File: src/rtl/pwm_steer_pkg.sv
package pwm_steer_pkg;

    localparam int NPIN = 4;
    localparam int ADDR_W = 3;

    localparam logic [ADDR_W-1:0] REG_CTRL   = 3'd0;
    localparam logic [ADDR_W-1:0] REG_STEER  = 3'd1;
    localparam logic [ADDR_W-1:0] REG_PDATA  = 3'd2;
    localparam logic [ADDR_W-1:0] REG_PERIOD = 3'd3;
    localparam logic [ADDR_W-1:0] REG_DUTY   = 3'd4;

    typedef enum logic [1:0] {
        GATE_OFF   = 2'd0,
        GATE_FIRST = 2'd1,
        GATE_LIVE  = 2'd2
    } gate_state_t;

endpackage

File: src/rtl/pwm_period_gen.sv
module pwm_period_gen #(
    parameter int CNT_W = 8
) (
    input  logic             clk,
    input  logic             rst_n,
    input  logic             run,
    input  logic [CNT_W-1:0] period_in,
    input  logic [CNT_W-1:0] duty_in,
    output logic [CNT_W-1:0] cnt_q,
    output logic [CNT_W-1:0] period_q,
    output logic [CNT_W-1:0] duty_q,
    output logic             wrap,
    output logic             pwm
);

    // wrap marks the edge on which a new period begins
    assign wrap = run && (cnt_q == period_q);
    assign pwm  = run && (cnt_q < duty_q);

    always_ff @(posedge clk) begin
        if (!rst_n) begin
            cnt_q    <= '0;
            period_q <= '0;
            duty_q   <= '0;
        end else if (!run || wrap) begin
            cnt_q    <= '0;
            period_q <= period_in;
            duty_q   <= duty_in;
        end else begin
            cnt_q <= cnt_q + 1'b1;
        end
    end

endmodule

File: src/rtl/steer_sync_unit.sv
module steer_sync_unit #(
    parameter int NPIN = 4
) (
    input  logic            clk,
    input  logic            rst_n,
    input  logic            wr_steer,
    input  logic [NPIN-1:0] wr_value,
    input  logic            sync_mode,
    input  logic            apply,
    output logic [NPIN-1:0] steer_q
);

    logic [NPIN-1:0] pend_q;

    always_ff @(posedge clk) begin
        if (!rst_n) begin
            pend_q  <= '0;
            steer_q <= '0;
        end else begin
            if (wr_steer) begin
                pend_q <= wr_value;
            end
            if (wr_steer && (!sync_mode || apply)) begin
                steer_q <= wr_value;
            end else if (sync_mode && apply) begin
                steer_q <= pend_q;
            end
        end
    end

endmodule

File: src/rtl/startup_gate.sv
module startup_gate
    import pwm_steer_pkg::*;
(
    input  logic clk,
    input  logic rst_n,
    input  logic run,
    input  logic wrap,
    output logic drv_on
);

    gate_state_t state_q, state_d;

    always_ff @(posedge clk) begin
        if (!rst_n) begin
            state_q <= GATE_OFF;
        end else begin
            state_q <= state_d;
        end
    end

    always_comb begin
        state_d = state_q;
        unique case (state_q)
            GATE_OFF: begin
                if (run) begin
                    state_d = wrap ? GATE_LIVE : GATE_FIRST;
                end
            end
            GATE_FIRST: begin
                if (!run) begin
                    state_d = GATE_OFF;
                end else if (wrap) begin
                    state_d = GATE_LIVE;
                end
            end
            GATE_LIVE: begin
                if (!run) begin
                    state_d = GATE_OFF;
                end
            end
            default: state_d = GATE_OFF;
        endcase
    end

    always_comb begin
        drv_on = (state_q == GATE_LIVE) && run;
    end

endmodule

File: src/rtl/pwm_steer_ctrl.sv
module pwm_steer_ctrl
    import pwm_steer_pkg::*;
#(
    parameter int CNT_W = 8
) (
    input  logic              clk,
    input  logic              rst_n,
    input  logic              wr_en,
    input  logic [ADDR_W-1:0] wr_addr,
    input  logic [CNT_W-1:0]  wr_data,
    output logic [NPIN-1:0]   pin_out,
    output logic [NPIN-1:0]   pin_oe
);

    logic             run_q;
    logic             sync_q;
    logic [1:0]       pol_q;
    logic [NPIN-1:0]  pdata_q;
    logic [CNT_W-1:0] period_reg;
    logic [CNT_W-1:0] duty_reg;

    logic [CNT_W-1:0] cnt_q;
    logic [CNT_W-1:0] period_act;
    logic [CNT_W-1:0] duty_act;
    logic             wrap;
    logic             pwm;
    logic [NPIN-1:0]  steer_act;
    logic             drv_on;
    logic             wr_steer;

    always_ff @(posedge clk) begin
        if (!rst_n) begin
            run_q      <= 1'b0;
            sync_q     <= 1'b0;
            pol_q      <= '0;
            pdata_q    <= '0;
            period_reg <= '0;
            duty_reg   <= '0;
        end else if (wr_en) begin
            case (wr_addr)
                REG_CTRL: begin
                    run_q  <= wr_data[0];
                    sync_q <= wr_data[1];
                    pol_q  <= wr_data[3:2];
                end
                REG_PDATA:  pdata_q    <= wr_data[NPIN-1:0];
                REG_PERIOD: period_reg <= wr_data;
                REG_DUTY:   duty_reg   <= wr_data;
                default: ;
            endcase
        end
    end

    assign wr_steer = wr_en && (wr_addr == REG_STEER);

    pwm_period_gen #(.CNT_W(CNT_W)) u_gen (
        .clk       (clk),
        .rst_n     (rst_n),
        .run       (run_q),
        .period_in (period_reg),
        .duty_in   (duty_reg),
        .cnt_q     (cnt_q),
        .period_q  (period_act),
        .duty_q    (duty_act),
        .wrap      (wrap),
        .pwm       (pwm)
    );

    steer_sync_unit #(.NPIN(NPIN)) u_steer (
        .clk       (clk),
        .rst_n     (rst_n),
        .wr_steer  (wr_steer),
        .wr_value  (wr_data[NPIN-1:0]),
        .sync_mode (sync_q),
        .apply     (wrap || !run_q),
        .steer_q   (steer_act)
    );

    startup_gate u_gate (
        .clk    (clk),
        .rst_n  (rst_n),
        .run    (run_q),
        .wrap   (wrap),
        .drv_on (drv_on)
    );

    // pins 0/2 share polarity bit 0, pins 1/3 share bit 1
    for (genvar i = 0; i < NPIN; i++) begin : g_pin
        assign pin_out[i] = steer_act[i] ? (pwm ^ pol_q[i % 2]) : pdata_q[i];
        assign pin_oe[i]  = drv_on;
    end

endmodule

File: config.mk
export PLATFORM = sky130hd
export DESIGN_NAME = pwm_steer_ctrl
export DESIGN_NICKNAME = d
export VERILOG_FILES = /design/src/rtl/pwm_steer_pkg.sv /design/src/rtl/pwm_period_gen.sv /design/src/rtl/steer_sync_unit.sv /design/src/rtl/startup_gate.sv /design/src/rtl/pwm_steer_ctrl.sv
export SDC_FILE = /design/constraint.sdc
export NUM_CORES = 1
export LEC_CHECK = 0
export ABC_AREA = 1
export BUFFER_PORTS_ARGS = -buffer_cell sky130_fd_sc_hd__buf_2
export CAP_MARGIN = 15
export CORE_UTILIZATION = 56
export CTS_BUF_LIST = sky130_fd_sc_hd__clkbuf_8
export CTS_CLUSTER_DIAMETER = 80
export DETAILED_ROUTE_END_ITERATION = 10
export GPL_TIMING_DRIVEN = 0
export PLACE_DENSITY = 0.77
export SETUP_SLACK_MARGIN = 0.05
export SYNTH_ARGS = -nofsm -noshare
export SYNTH_HDL_FRONTEND = slang
export SYNTH_HIERARCHICAL = 1
export SYNTH_SLANG_ARGS = --single-unit
export TNS_END_PERCENT = 50
File: constraint.sdc
create_clock -name clk -period 1.7 [get_ports clk]
set_clock_uncertainty 0.15 [all_clocks]
set_input_delay 0.085 -clock clk [delete_from_list [all_inputs] [get_ports clk]]
set_output_delay 0.085 -clock clk [all_outputs]
set_load 0.005 [all_outputs]
## Yosys cells after proc, flatten, opt, wreduce, memory -nomap -nowiden

Cells that the tools add are included.

| operators by class | value |
|---|---|
| $add $sub $neg | 1 |
| order comparisons | 1 |
| eq/ne operators | 10 |
| muxes and demuxes | 12 |
| bitwise logic cells | 3 |
| reduce and logical (&&, ||, !) cells | 19 |

Operators with widths:

| kind | number |
|---|---|
| $mux W2 | 5 |
| $add A8 B1 Y8 const B | 1 |
| $eq A8 B8 Y1 | 1 |
| $lt A8 B8 Y1 | 1 |
| $mux W4 | 2 |
| $reduce_and A2 Y1 | 4 |
| $eq A3 B2 Y1 const B | 2 |
| $logic_and A1 B1 Y1 | 6 |
| $pmux W2 S3 | 1 |
| $mux W1 | 4 |
| $ne A2 B2 Y1 const B | 2 |
| $eq A3 B1 Y1 const B | 1 |
| $eq A3 B3 Y1 const B | 1 |
| $logic_not A3 Y1 | 1 |
| $ne A3 B2 Y1 const B | 1 |
| $reduce_and A3 Y1 | 1 |
| $eq A2 B1 Y1 const B | 1 |
| $eq A2 B2 Y1 const B | 1 |
| $logic_not A1 Y1 | 2 |
| $logic_not A2 Y1 | 1 |
| $logic_or A1 B1 Y1 | 2 |
| $reduce_bool A2 Y1 | 1 |
| $reduce_or A2 Y1 | 1 |
| $xor A1 B1 Y1 | 2 |
| $not A1 Y1 | 1 |

| storage, ports and cells | value |
|---|---|
| register bits after elaboration | 58 |
| output and inout port bits | 8 |

## Depth between registers and ports, before layout

| logic depth | value |
|---|---|
| depth in word-level cells | 6 |
| mapped depth | 16 |

## Hierarchy

The synthesis kept the hierarchy.

By module, submodules not included:

| module | instances | cells an instance | area each (um^2) |
|---|---|---|---|
| pwm_period_gen | 1 | 192 | 1340.0 |
| pwm_steer_ctrl | 1 | 167 | 1108.6 |
| steer_sync_unit | 1 | 52 | 377.9 |
| startup_gate | 1 | 11 | 78.8 |

## Worst setup path before layout

No wires, ideal clock.

| timing path | value |
|---|---|
| kind | register to register |
| from | register run_q |
| to | register u_steer.steer_q[1] |
| library setup time | 115 ps |
| arrival | 1615 ps |
| data required time | 1435 ps |
| setup slack | -180 ps |
| cell stages (with the launch flop) | 12 |
| buffers on the path | 2 |
| clock period less this slack | 1880 ps |
| path through | dfxtp_1 clkbuf_1 clkbuf_1 inv_1 nor2_1 inv_1 nand2_1 nand2_1 nand2_4 nand2_1 nor2_1 nor2_1 |

| between the ends | value |
|---|---|
| longest elaborated chain between the ends | 5 |
| elaborated cells between the ends (all ways) | 8 |

RTL lines:

| item | line | text |
|---|---|---|
| start: declaration | pwm_steer_ctrl.sv:15 | `logic run_q;` |
| start signal: assignment | pwm_steer_ctrl.sv:42 | `run_q <= wr_data[0];` |
| $logic_and A1 B1 Y1 * | pwm_period_gen.sv:17 | `assign wrap = run && (cnt_q == period_q);` |
| net wrap | pwm_steer_ctrl.sv:25 | `logic wrap;` |
| $logic_or A1 B1 Y1 * | pwm_steer_ctrl.sv:75 | `.apply (wrap \|\| !run_q),` |
| $logic_or A1 B1 Y1 | steer_sync_unit.sv:23 | `if (wr_steer && (!sync_mode \|\| apply)) begin` |
| $logic_and A1 B1 Y1 | steer_sync_unit.sv:23 |  |
| $mux W4 / $reduce_bool A2 Y1 (equally long branches) | n/a |  |
| end signal: assignment | steer_sync_unit.sv:24 | `steer_q <= wr_value;` |
| end signal: assignment | steer_sync_unit.sv:26 | `steer_q <= pend_q;` |
| end: declaration | steer_sync_unit.sv:10 | `output logic [NPIN-1:0] steer_q` |

The timed path passes the listed nets; every way through them passes the cells marked *.
A chain may end at the register's enable or synchronous reset.

## Final worst setup path

| timing path | value |
|---|---|
| from | register u_gen.cnt_q[1] |
| to | output pin_out[3] |

| between the ends | value |
|---|---|
| longest elaborated chain between the ends | 4 |

RTL lines:

| item | line | text |
|---|---|---|
| start: declaration | pwm_period_gen.sv:9 | `output logic [CNT_W-1:0] cnt_q,` |
| start signal: assignment | pwm_period_gen.sv:30 | `cnt_q <= cnt_q + 1'b1;` |
| $lt A8 B8 Y1 | pwm_period_gen.sv:18 | `assign pwm = run && (cnt_q < duty_q);` |
| $logic_and A1 B1 Y1 | pwm_period_gen.sv:18 |  |
| net pwm | pwm_steer_ctrl.sv:26 | `logic pwm;` |
| $xor A1 B1 Y1 | pwm_steer_ctrl.sv:89 | `assign pin_out[i] = steer_act[i] ? (pwm ^ pol_q[i % 2]) : pdata_q[i];` |
| $mux W1 | pwm_steer_ctrl.sv:89 |  |
| end: declaration | pwm_steer_ctrl.sv:11 | `output logic [NPIN-1:0] pin_out,` |

The timed path passes the listed nets, and every way through them passes these cells.

==> flow_summary_export.csv <==
group,metric,value,unit
sta,rsz0062_at_grt,"yes",
place,place.gp.congestion,0.876,
worst_setup_path,cp-start-kind,"register",
place,port_buffers,21,
finish,final_net_count,504,
worst_setup_path,cp.depth,11,
worst_setup_path,critPathKind,"register to primary output",
floorplanning,core,4850,µm²
pwr,power.net_switching,0.000848,W
floorplanning,die_w,74.0,µm
floorplanning,fp-row-count,25,
floorplanning,dieHeight,74.0,µm
logic_synthesis,avgSynthCellArea,6.88,µm²
logic_synthesis,synth_top_area_share,40.0,%
pwr,seq_power_share,40.7,%
job,cap_violations,0,
clock_network,root_buffer,"clkbuf_8",
logic_synthesis,synth_enable_flop_cells,0,
worst_setup_path,path_cells,"ha_4 > o21ai_1 > nand2_1 > nand3_1 > nand2_1 > nand2_1 > nand2_2 > nor2_4 > xnor2_2 > a21oi_1 > buf_2",
place,hpwl,4.43,mm
worst_setup_path,endpoint_kind,"primary output",
worst_setup_path,critPathSlowestCell,"dfxtp_4",
worst_setup_path,r2r.worst_path.cells,17,
route,firstDrtPassIters,5,
worst_setup_path,timing.critical_path.mode_cell,"nand2_1",
pwr,swShare,24.2,%
sta,slew_violations,0,
floorplanning,io_pins,22,
run_status,status,"finished, violations left",
sta,finalHoldViolCount,0,
clock_network,clock_latency,340,ps
logic_synthesis,ys_ff_latch,58,
place,placed_cells,510,
logic_synthesis,netlist_instances,422,
worst_setup_path,endpoint,"pin_out[3]",
finish,stdcell_area,3790,µm²
sta,fin_ws,-466,ps
logic_synthesis,ys_warn_count,6,
pwr,p_leak,1.66,nW
global_route,grt_pass1_vias,2396,
sta,worst_slew_pin_slew,655,ps
run_status,violations,"negative setup slack",
worst_setup_path,crit_start,"u_gen/cnt_q[1]",
place,pre_cts_slack,-323,ps
logic_synthesis,synth_area_leaders,"dfxtp_1 (40%), nor2_1 (12%), nand2_1 (10%), nand3_1 (8.1%), inv_1 (6.3%)",
route,drtAntennaViolNets,0,
worst_setup_path,slowest_delay,370,ps
worst_setup_path,r2r-end,"u_steer/steer_q[2]",
worst_setup_path,worst_ep_required_time,1460,ps
global_route,grt_max_degree,17,
clock_network,numCtsBuffers,9,
clock_network,h-tree-depth,3,
finish,multi_input_area,1580,µm²
pwr,pwr-share-clk,45.5,%
finish,area_growth,30.4,%
place,postPlaceCellArea,3130,µm²
clock_network,clockBufferDepth,2,
clock_network,cts.reportedPaths.clkPinSlew,60,ps
worst_setup_path,cp_top_family,"simple AND/OR/NAND/NOR gates",
finish,n_antenna_cell,0,
route,drt-total-wl,7.46,mm
logic_synthesis,yosysSeqAreaShare,40.0,%
route,drc_errors,0,
global_route,grt-ovfl-total,0,
worst_setup_path,critPathBufInv,1,
global_route,grt_pass1_wl,11.1,mm
worst_setup_path,cp_max_fo,5,
finish,drive_above_1_share,24.4,%
finish,regArea,1180,µm²
sta,setup_tns,-4650,ps
sta,fin_crit_sh,127,%
logic_synthesis,yosysMostFrequentCell,"nor2_1",
pwr,internal_power,0.00265,W
logic_synthesis,synth_area,2910,µm²
sta,slew_headroom,56.3,%
logic_synthesis,synthArstFlopShare,0,%
floorplanning,dieArea,5480,µm²
finish,fillers,346,
logic_synthesis,synth_common_cells,"nor2_1 (91), nand2_1 (78), dfxtp_1 (58)",
route,vias,2900,
logic_synthesis,yosysTopAreaCell,"dfxtp_1",
sta,hold_ws,16.6,ps
sta,fin_crit,2170,ps
logic_synthesis,synth_nets,444,
finish,instances_no_fill,554,
clock_network,tritoncts,"yes",
min_path,min_path_type,"primary input to register",
route,initialDrtViolationCount,352,
pwr,pwr_density_cell,923,nW/µm²
global_route,antenna_found_initial,0,
worst_setup_path,critPathArrivalTime,1930,ps
logic_synthesis,synth_ff_type,"dfxtp_1",
worst_setup_path,timing.rr.start,"u_gen/cnt_q[5]",
clock_network,cts_sinks,58,
worst_setup_path,rrSetupSlack,-350,ps
pwr,p_comb_share,13.9,%
logic_synthesis,synth.distinct_cells,26,
pwr,vdd_ir_drop_max,0.000554,V
route,viasPerCell,5.23,
floorplanning,start_util,59.9,%
route,wl_per_cell,13.5,µm
sta,fmax,462,MHz
global_route,gr-usage-all-layers,27.3,%
sta,setup_violations,24,
## what timing repair did
action                                 in CTS  in global routing
setup buffers                               1                 11
endpoints found under the hold margin      23                  0
setup endpoints to repair                   8                 30
cloned                                      0                  0
pin swaps                                   3                 10
hold buffers                               16                  0
gates resized for setup                     8                 31
## power groups by stage
| stage | sequential (W) | combinational [W] | clock (W) |
|---|---|---|---|
| final | 0.00142 | 0.000485 | 0.00159 |
| after detailed placement | 0.00145 | 0.000359 | 0 |
| after global routing | 0.00143 | 0.000520 | 0.00167 |
| after floorplan | 0.00145 | 0.000267 | 0 |
| after global placement | 0.00145 | 0.000353 | 0 |
| after CTS | 0.00142 | 0.000395 | 0.00162 |
## worst reg2reg max path: cells and delay by family (launching register included)
family	cells	cell delay, ps
buf+inv	5	450
flops	1	360
simple gates	12	1010
## area by class of cell
| cell class | instances | share of cell area, % |
|---|---|---|
| Buffer | 18 | 3.53 |
| Clock buffer | 11 | 3.99 |
| Clock inverter | 5 | 2.67 |
| Inverter | 52 | 5.22 |
| Multi-Input combinational cell | 294 | 41.6 |
| Sequential cell | 58 | 31.2 |
| Tap cell | 67 | 2.21 |
| Timing Repair Buffer | 49 | 9.61 |
## metrics by stage
step	total power [W]	utilization [%]
2_1_floorplan	0.00171	-
3_5_place_dp	0.00181	64.5
5_1_grt	0.00362	78.2
6_report	0.00350	78.2
3_3_place_gp	0.00181	64.5
4_1_cts	0.00344	74.0
## placed cells by master, fill, tap and decap left out, types with 4 or more instances in the layout
master / n
a21oi_1: 22
a21oi_2: 9
buf_2: 24
buf_4: 17
clkbuf_8: 11
dfxtp_1: 48
dfxtp_2: 7
dlygate4sd3_1: 15
ha_4: 4
inv_1: 46
inv_2: 6
nand2_1: 73
nand2_2: 5
nand2_4: 4
nand3_1: 47
nand3_2: 4
nor2_1: 88
nor2_4: 5
o21ai_1: 5
xnor2_1: 4
xor2_1: 4
## worst min path at each step
| stage | to | start | cells after the start |
|---|---|---|---|
| global placement | u_steer/pend_q[3] | wr_data[3] | 3 |
| floorplan | duty_reg[0] | rst_n | 2 |
| global route | pdata_q[0] | wr_addr[0] | 5 |
| CTS | pdata_q[2] | wr_addr[0] | 5 |
| detailed placement | u_steer/pend_q[3] | wr_data[3] | 3 |
| finish | pdata_q[0] | wr_addr[0] | 5 |
## layer usage
layer	wire (µm)	up-vias	track usage, %	part of all wire [%]
met4	162	0	12.4	2.2
met1	3350	1330	35.4	45
met3	408	19	5.69	5.5
met2	3540	107	43.9	47
met5	0	-	0	0
li1	-	1444	-	-
## kinds of logic (layout without fill, tap and decap cells)
group           Yosys count  after routing  share of synthesized area, %
xor+xnor                 10             10                          3.01
flops                    58             58                          40.0
simple gates            236            236                          35.6
compound gates           40             40                          6.98
buf+inv                  70            135                          11.0
fa+ha+maj                 8              8                          3.45
Note: power is estimated with default switching activity, not from simulation.
